File: config.mk
export PLATFORM = sky130hd
export DESIGN_NAME = arp_wake_detect
export DESIGN_NICKNAME = d
export VERILOG_FILES = /design/src/rtl/arp_wake_pkg.sv /design/src/rtl/arp_byte_pos.sv /design/src/rtl/arp_field_match.sv /design/src/rtl/arp_wake_fsm.sv /design/src/rtl/arp_wake_detect.sv
export SDC_FILE = /design/constraint.sdc
export NUM_CORES = 1
export LEC_CHECK = 0
export CAP_MARGIN = 5
export CORE_ASPECT_RATIO = 1.75
export CORE_MARGIN = 1
export CORE_UTILIZATION = 35
export CTS_BUF_LIST = sky130_fd_sc_hd__clkbuf_2
export DETAILED_ROUTE_END_ITERATION = 8
export DONT_BUFFER_PORTS = 1
export GPL_ROUTABILITY_DRIVEN = 0
export SYNTH_ARGS = -nofsm -noshare
export SYNTH_HDL_FRONTEND = slang
export SYNTH_HIERARCHICAL = 1
export SYNTH_SLANG_ARGS = --single-unit
File: constraint.sdc
create_clock -name clk -period 3.83 [get_ports clk]
set_clock_uncertainty 0.05 [all_clocks]
set_input_delay 0.383 -clock clk [delete_from_list [all_inputs] [get_ports clk]]
set_output_delay 0.383 -clock clk [all_outputs]
set_load 0.005 [all_outputs]
File: src/rtl/arp_wake_pkg.sv
package arp_wake_pkg;
    localparam int BYTE_W    = 8;
    localparam int DST_LAST  = 6;
    localparam int TYPE_LO   = 14;
    localparam int OPER_LO   = 22;
    localparam int TPA_LO    = 42;
    localparam int TAG_SHIFT = 4;

    localparam logic [15:0] ETYPE_ARP = 16'h0806;
    localparam logic [15:0] ETYPE_TAG = 16'h8100;
    localparam logic [15:0] OPER_REQ  = 16'h0001;

    typedef enum logic [1:0] {
        ST_IDLE,
        ST_HEADER,
        ST_BODY,
        ST_DECIDE
    } wake_state_t;
endpackage

File: src/rtl/arp_byte_pos.sv
module arp_byte_pos #(
    parameter int CNT_W = 16
) (
    input  logic             clk,
    input  logic             rst_n,
    input  logic             valid,
    input  logic             sof,
    output logic [CNT_W-1:0] pos
);
    localparam logic [CNT_W-1:0] CNT_MAX = '1;
    localparam logic [CNT_W-1:0] CNT_ONE = CNT_W'(1);

    logic [CNT_W-1:0] seen_q;

    // 1-based position of the byte currently on the bus; saturates
    always_comb begin
        if (sof)
            pos = CNT_ONE;
        else if (seen_q == CNT_MAX)
            pos = CNT_MAX;
        else
            pos = seen_q + CNT_ONE;
    end

    always_ff @(posedge clk or negedge rst_n) begin
        if (!rst_n)
            seen_q <= '0;
        else if (valid)
            seen_q <= pos;
    end
endmodule

File: src/rtl/arp_field_match.sv
module arp_field_match
    import arp_wake_pkg::*;
#(
    parameter int CNT_W = 16
) (
    input  logic              clk,
    input  logic              rst_n,
    input  logic              valid,
    input  logic              sof,
    input  logic [CNT_W-1:0]  pos,
    input  logic [BYTE_W-1:0] data,
    output logic              dst_ok,
    output logic              type_ok,
    output logic              oper_ok,
    output logic              tpa_seen,
    output logic [15:0]       tpa_val,
    output logic              hdr_done
);
    localparam logic [CNT_W-1:0] P_DST_LAST = CNT_W'(DST_LAST);
    localparam logic [CNT_W-1:0] P_TYPE_LO  = CNT_W'(TYPE_LO);
    localparam logic [CNT_W-1:0] P_TAGTYPE  = CNT_W'(TYPE_LO + TAG_SHIFT);
    localparam logic [CNT_W-1:0] P_OPER_LO  = CNT_W'(OPER_LO);
    localparam logic [CNT_W-1:0] P_TPA_LO   = CNT_W'(TPA_LO);
    localparam logic [CNT_W-1:0] P_SHIFT    = CNT_W'(TAG_SHIFT);

    logic [BYTE_W-1:0] prev_q;
    logic              tagged_q;
    logic [15:0]       pair;
    logic [CNT_W-1:0]  shift;

    assign pair  = {prev_q, data};
    assign shift = tagged_q ? P_SHIFT : '0;

    // byte that completes the Ethernet type field
    assign hdr_done = valid && !sof &&
                      (((pos == P_TYPE_LO) && (pair != ETYPE_TAG)) ||
                       (tagged_q && (pos == P_TAGTYPE)));

    always_ff @(posedge clk or negedge rst_n) begin
        if (!rst_n) begin
            prev_q   <= '0;
            tagged_q <= 1'b0;
            dst_ok   <= 1'b0;
            type_ok  <= 1'b0;
            oper_ok  <= 1'b0;
            tpa_seen <= 1'b0;
            tpa_val  <= '0;
        end else if (valid) begin
            prev_q <= data;
            if (sof) begin
                dst_ok   <= (data == 8'hFF);
                tagged_q <= 1'b0;
                type_ok  <= 1'b0;
                oper_ok  <= 1'b0;
                tpa_seen <= 1'b0;
                tpa_val  <= '0;
            end else begin
                if (pos <= P_DST_LAST)
                    dst_ok <= dst_ok && (data == 8'hFF);
                if (pos == P_TYPE_LO) begin
                    if (pair == ETYPE_TAG)
                        tagged_q <= 1'b1;
                    else
                        type_ok <= (pair == ETYPE_ARP);
                end
                if (tagged_q && (pos == P_TAGTYPE))
                    type_ok <= (pair == ETYPE_ARP);
                if (pos == P_OPER_LO + shift)
                    oper_ok <= (pair == OPER_REQ);
                if (pos == P_TPA_LO + shift) begin
                    tpa_val  <= pair;
                    tpa_seen <= 1'b1;
                end
            end
        end
    end
endmodule

File: src/rtl/arp_wake_fsm.sv
module arp_wake_fsm
    import arp_wake_pkg::*;
(
    input  logic        clk,
    input  logic        rst_n,
    input  logic        valid,
    input  logic        sof,
    input  logic        eof,
    input  logic        hdr_done,
    input  logic        dst_ok,
    input  logic        type_ok,
    input  logic        oper_ok,
    input  logic        tpa_seen,
    input  logic [15:0] tpa_val,
    input  logic        cfg_arp_en,
    input  logic        cfg_bcast_ok,
    input  logic [15:0] cfg_target,
    output logic        arp_event
);
    wake_state_t state_q, state_d;

    always_comb begin
        state_d = state_q;
        unique case (state_q)
            ST_IDLE, ST_DECIDE: begin
                if (valid && sof)
                    state_d = eof ? ST_DECIDE : ST_HEADER;
                else
                    state_d = ST_IDLE;
            end
            ST_HEADER: begin
                if (valid && eof)
                    state_d = ST_DECIDE;
                else if (valid && sof)
                    state_d = ST_HEADER;
                else if (hdr_done)
                    state_d = ST_BODY;
            end
            ST_BODY: begin
                if (valid && eof)
                    state_d = ST_DECIDE;
                else if (valid && sof)
                    state_d = ST_HEADER;
            end
            default: state_d = ST_IDLE;
        endcase
    end

    always_ff @(posedge clk or negedge rst_n) begin
        if (!rst_n)
            state_q <= ST_IDLE;
        else
            state_q <= state_d;
    end

    always_comb begin
        arp_event = 1'b0;
        if (state_q == ST_DECIDE)
            arp_event = cfg_arp_en && cfg_bcast_ok && (cfg_target != '0) &&
                        dst_ok && type_ok && oper_ok && tpa_seen &&
                        (tpa_val == cfg_target);
    end
endmodule

File: src/rtl/arp_wake_detect.sv
module arp_wake_detect
    import arp_wake_pkg::*;
#(
    parameter int CNT_W = 16
) (
    input  logic              clk,
    input  logic              rst_n,
    input  logic              rx_valid,
    input  logic [BYTE_W-1:0] rx_data,
    input  logic              rx_sof,
    input  logic              rx_eof,
    input  logic              cfg_arp_en,
    input  logic              cfg_bcast_ok,
    input  logic [15:0]       cfg_target,
    output logic              arp_event
);
    logic [CNT_W-1:0] pos;
    logic             dst_ok, type_ok, oper_ok, tpa_seen, hdr_done;
    logic [15:0]      tpa_val;

    arp_byte_pos #(.CNT_W(CNT_W)) u_pos (
        .clk   (clk),
        .rst_n (rst_n),
        .valid (rx_valid),
        .sof   (rx_sof),
        .pos   (pos)
    );

    arp_field_match #(.CNT_W(CNT_W)) u_match (
        .clk      (clk),
        .rst_n    (rst_n),
        .valid    (rx_valid),
        .sof      (rx_sof),
        .pos      (pos),
        .data     (rx_data),
        .dst_ok   (dst_ok),
        .type_ok  (type_ok),
        .oper_ok  (oper_ok),
        .tpa_seen (tpa_seen),
        .tpa_val  (tpa_val),
        .hdr_done (hdr_done)
    );

    arp_wake_fsm u_fsm (
        .clk          (clk),
        .rst_n        (rst_n),
        .valid        (rx_valid),
        .sof          (rx_sof),
        .eof          (rx_eof),
        .hdr_done     (hdr_done),
        .dst_ok       (dst_ok),
        .type_ok      (type_ok),
        .oper_ok      (oper_ok),
        .tpa_seen     (tpa_seen),
        .tpa_val      (tpa_val),
        .cfg_arp_en   (cfg_arp_en),
        .cfg_bcast_ok (cfg_bcast_ok),
        .cfg_target   (cfg_target),
        .arp_event    (arp_event)
    );
endmodule

== Word-level counts from Yosys, hierarchy flattened ==
Index checks and enable logic that the tools add are counted.
Storage, ports and cells
  flip-flop bits (word level): 47
  bits of input ports: 31
  output and inout bits: 1
  word-level logic and storage cells: 88
Cells by class
  add/subtract/negate cells: 3
  magnitude comparators: 1
  equality and inequality tests: 17
  multiplexer cells: 27
  reductions and logical operators: 31
Operators by type and width (count)
  $mux 16: 4
  $eq 16x16->1: 3
  $eq 16x16->1 const B: 2
  $add 16x1->16 const B: 1
  $add 5x16->16 const A: 1
  $add 6x16->16 const A: 1
  $eq 16x1->1 const B: 1
  $eq 16x12->1 const B: 1
  $eq 16x4->1 const B: 1
  $eq 16x5->1 const B: 1
  $le 16x3->1 const B: 1
  $ne 16x16->1 const B: 1
  $reduce_bool 16->1: 1
  $logic_and 1x1->1: 14
  $mux 1: 14
  $mux 2: 7
  $reduce_bool 2->1: 5
  $eq 8x8->1 const B: 1
  $reduce_and 2->1: 4
  $pmux 2 s3: 1
  $reduce_and 3->1: 2
  $eq 2x2->1 const B: 2
  $ne 4x2->1 const B: 1
  $mux 3: 1
  8 further kinds: 8

== Logic depth before layout (Yosys ltp) ==
  word-level depth: 11
  depth in mapped cells: 15
  mapped depth without buffers: 13

== Modules after synthesis ==
Netlist, hierarchy kept.
By module, submodules not included
  arp_field_match: times used 1, cells an instance 112, area an instance 1386.3 um^2, seq. area each 725.7 um^2
  arp_byte_pos: times used 1, cells an instance 142, area an instance 1219.9 um^2, seq. area each 400.4 um^2
  arp_wake_fsm: times used 1, cells an instance 51, area an instance 425.4 um^2, seq. area each 50.0 um^2

== Least setup slack after synthesis ==
Ideal clock, no wire load.
  kind: reg2reg
  start point: register u_pos.seen_q[0]
  end point: register u_fsm.state_q[0]
  library setup time: 0.119 ns
  arrival: 2.814 ns
  required time: 3.661 ns
  setup slack: 0.848 ns
  cell stages (with the launch flop): 15
  buffers on the path: 1
  clock period less this slack: 2.982 ns
  cells stage by stage: dfrtp_1 > ha_1 > clkbuf_2 > and4_2 > nand2_1 > o41ai_1 > nor2_1 > nor4_4 > and2_2 > o2111ai_1 > nor2_1 > nor2b_1 > o21ai_1 > o221ai_1 > o21a_1
On the way
  cells in the longest elaborated chain, start to end: 9
  elaborated cells between the ends (all ways): 12
  classes of those cells: add/sub: 1; eq/ne: 4; mux: 2; reduce/logical: 5
RTL lines
  start: declaration: RTL line arp_byte_pos.sv:13  | logic [CNT_W-1:0] seen_q;
  start signal: assignment: RTL line arp_byte_pos.sv:29  | seen_q <= pos;
  $add 16x1->16 or $eq 16x16->1 (tied branches): RTL line arp_byte_pos.sv:22, arp_byte_pos.sv:19
  $mux 16 (*): RTL line arp_byte_pos.sv:19  | else if (seen_q == CNT_MAX)
  $mux 16 (*): RTL line arp_byte_pos.sv:17  | if (sof)
  via pos[12]: RTL line arp_wake_detect.sv:17  | logic [CNT_W-1:0] pos;
  $eq 16x4->1 or $eq 16x5->1 (tied branches): RTL line arp_field_match.sv:36, arp_field_match.sv:37
  $logic_and 1x1->1 (on tied branches): RTL line arp_field_match.sv:36, arp_field_match.sv:37
  $logic_or 1x1->1 (*): RTL line arp_field_match.sv:36  | (((pos == P_TYPE_LO) && (pair != ETYPE_TAG)) ||
  $logic_and 1x1->1 (*): RTL line arp_field_match.sv:35  | assign hdr_done = valid && !sof &&
  via hdr_done: RTL line arp_wake_detect.sv:18  | logic dst_ok, type_ok, oper_ok, tpa_seen, hdr_done;
  $ne 4x2->1 (no line) (*)
  $reduce_and 2->1 (no line) (*)
  end signal: assignment: RTL line arp_wake_fsm.sv:53  | state_q <= state_d;
  end: declaration: RTL line arp_wake_fsm.sv:20  | wake_state_t state_q, state_d;
Mark *: on every way through the listed nets, which the timed path passes. The rest lies on a longest branch.
A chain may end at the register's enable or synchronous reset.

== Worst setup path after layout ==
Same ends and word-level chain as after synthesis.

==> metrics.txt <==
run status=finished, final reports clean; Mapped Cells=305; Slew HR=55.8%; diode count=0; drt wl/cell=18.4 um; Synth Register Bits=47; worst slew pin tran=0.657 ns; vias in the first global route=2576; via/cell ratio=5.99; Routed Antenna Nets=0; # clock sinks=47; Final setup viols=0; Leak Pwr=1.33 nW; num rows=44; grt ovf=0; Worst-path clk slew=0.25 ns; die width=72.4 um; maxcap violations=0; DRC=0; post-CTS setup buffers=0; Critical Path RT=4.17 ns; fillers=851; Placed Cells=405; die area=9050 um2; Die Ht=125 um; Hold Crit Start=rx_data[3]; min Tclk post-route=3.41 ns; register area=1180 um2; CP Max Fanout=13; reg2reg setup slack=0.42 ns; share of layout cells above drive strength 1=10.8%; Num CTS Buffers=5; total number of vias=2574; port bufs=0; setup TNS=0 ns; power per standard cell area=314 nW/um2; Bufs on Longest Clock Path=2; worst min path class=in2reg; worst setup path class=reg2reg; Core Area=8370 um2; kind of end point of the critical path=flop; Yosys cell types=64; slack of the critical path=0.417 ns; post-detail-place hpwl=5490 um; largest net degree at the start of global routing=48; worst flop-to-flop path startpoint=u_pos/seen_q[0]; syn_area_per_cell=9.94 um2; final hold violation count=0; area of the multi-input gates=1720 um2; Post-synth EDFFs=0; GRT Total Usage=17.8%; CTS tree=built; Netlist Area Pre-Place=3030 um2; RSZ-0062 raised after global routing=false; Worst Path Arrival=3.75 ns; CTS H-tree depth=2; pre-CTS worst setup slack=0.438 ns; Tcrit/Tclk final=89.1%; Ys Warns=6; detailed router's first-iteration violation count=127; Pre-Repair DR Iteration Count=4; Peak VDD IR=0.000143 V; CTS Root Cell=clkbuf_2; initial antenna violation count=0; Area Growth Syn to Fin=9.99%; Post-synth ARST share=100%; routed wire length=7900 um; Post-Layout Cell Count=430; Critical Path Start Type=flop; clock latency on the worst-skew pair=0.45 ns; number of max-slew violations in the final report=0; I/O pins=32; Primary FF master, synth=dfrtp_1; reg2reg path depth=13; Initial Util=36.2%; Total Nets Final=349; Fmax achieved=293 MHz; first-pass GRT wire length=12500 um; Post-Syn Nets=340; FF-to-FF End=u_fsm/state_q[0]; Hold Path Sink=u_match/prev_q[3]; WHS Path Cells=2; sequential cell area fraction in the yosys report=38.8%
[cells in the mapped netlist, drive strengths merged (2+ instances only)]
| library cell | n | area, um2 |
|---|---|---|
| a211oi | 8 | 60.1 |
| a21o | 2 | 15.0 |
| a21oi | 18 | 90.1 |
| a22o | 16 | 140 |
| a311oi | 6 | 52.6 |
| a31o | 2 | 17.5 |
| a31oi | 9 | 56.3 |
| a41oi | 3 | 33.8 |
| and2 | 6 | 38.8 |
| and3 | 6 | 40.0 |
| and3b | 3 | 26.3 |
| and4 | 3 | 27.5 |
| buf | 11 | 83.8 |
| clkbuf | 6 | 23.8 |
| dfrtp | 47 | 1180 |
| ha | 4 | 50.1 |
| inv | 7 | 26.3 |
| mux2 | 8 | 90.1 |
| nand2 | 20 | 77.6 |
| nand3 | 4 | 20.0 |
| nand3b | 2 | 15.0 |
| nand4 | 15 | 136 |
| nor2 | 16 | 60.1 |
| nor2b | 4 | 25.0 |
| nor3 | 5 | 25.0 |
| nor4 | 16 | 181 |
| o21a | 2 | 15.0 |
| o21ai | 13 | 65.1 |
| o31ai | 2 | 15.0 |
| o41ai | 2 | 17.5 |
| or3 | 3 | 18.8 |
| xnor2 | 16 | 140 |
| xor2 | 6 | 52.6 |
[stage by stage]
| stage | power, W | hold WS (ns) | area, um2 | util (%) |
|---|---|---|---|---|
| floorplan | 0.000722 | 0.0374 | 3030 | - |
| global placement | 0.000748 | 0.0388 | 3080 | 36.8 |
| detailed placement | 0.000752 | 0.0387 | 3080 | 36.8 |
| CTS | 0.00106 | 0.0000455 | 3290 | 39.4 |
| global route | 0.00111 | 0.000817 | 3330 | 39.8 |
| finish | 0.00105 | 0.0272 | 3330 | 39.8 |
[layout by cell type (no fill, tap or decap), drive strengths merged, types with 2 or more instances in the layout]
cell	netlist	layout
a211oi	8	8
a21o	2	2
a21oi	18	18
a22o	16	16
a311oi	6	6
a31o	2	2
a31oi	9	9
a41oi	3	3
and2	6	6
and3	6	6
and3b	3	3
and4	3	3
buf	11	3
clkbuf	6	5
clkinv	0	2
dfrtp	47	47
dlygate4sd3	0	16
ha	4	4
inv	7	7
mux2	8	8
nand2	20	20
nand3	4	4
nand3b	2	2
nand4	15	15
nor2	16	16
nor2b	4	4
nor3	5	5
nor4	16	16
o21a	2	2
o21ai	13	13
o31ai	2	2
o41ai	2	2
or3	3	3
xnor2	16	16
xor2	6	6
[power breakdown]
part / switching [W] / internal (W) / total [W]
Sequential: 0.0000355 / 0.000523 / 0.000559
Combinational: 0.000120 / 0.0000997 / 0.000220
Clock: 0.000162 / 0.000107 / 0.000270
Total: 0.000318 / 0.000730 / 0.00105
[final cells by class]
| type | instances | share of cell area (%) |
|---|---|---|
| Clock inverter | 3 | 1.16 |
| Tap cell | 115 | 4.32 |
| Clock buffer | 5 | 0.750 |
| Sequential cell | 47 | 35.3 |
| Timing Repair Buffer | 19 | 6.08 |
| Inverter | 7 | 0.788 |
| Multi-Input combinational cell | 234 | 51.6 |
[per-layer routing]
layer	global-route usage, %	wire, um	part of all wire [%]
met4	8.88	296	3.7
met1	18.1	3010	38
met3	3.63	405	5.1
met5	0	0	0
met2	33.2	4180	53
[registers in the layout, summed over array words and instances, names as in the netlist]
register          flops
u_match/prev_q        8
u_match/dst_ok        1
u_match/tpa_seen      1
u_match/tpa_val      16
u_match/oper_ok       1
u_match/tagged_q      1
u_fsm/state_q         2
u_pos/seen_q         16
u_match/type_ok       1
[cells by family after synthesis]
kind of cell             count (synthesis)  share of synthesized area [%]
buffers and inverters                   24                           4.42
AO/OA/AOI/OAI                           92                           21.6
adder cells (fa/ha/maj)                  4                           1.65
multiplexers                             9                           3.30
flip-flops                              47                           38.8
AND/OR/NAND/NOR                        107                           23.9
XOR/XNOR                                22                           6.36
[worst max-delay path, stage by stage (launching register included)]
cell and delay, ns:
dfrtp_1 0.44, ha_1 0.35, nand4_4 0.18, nor4_4 0.43, nand2_2 0.28, a21oi_1 0.47
nand3b_1 0.16, o31ai_1 0.10, o2111ai_1 0.20, nor2_1 0.17, nor2b_1 0.06, o21ai_1 0.19
o221ai_1 0.15, o21a_1 0.13
[worst max-delay path by stage]
stage,start,endpoint,depth (start not counted)
2_1_floorplan,u_pos/seen_q[0],u_fsm/state_q[0],14
3_3_place_gp,u_pos/seen_q[0],u_match/tpa_val[2],10
3_5_place_dp,u_pos/seen_q[0],u_fsm/state_q[0],13
4_1_cts,u_pos/seen_q[0],u_fsm/state_q[0],13
5_1_grt,u_pos/seen_q[0],u_fsm/state_q[0],13
6_report,u_pos/seen_q[0],u_fsm/state_q[0],13
[what timing repair did]
item	CTS	global route
resized for setup	0	0
hold endpoints to repair	66	5
hold buffers	13	4
Note: power is estimated with default switching activity, not from simulation.
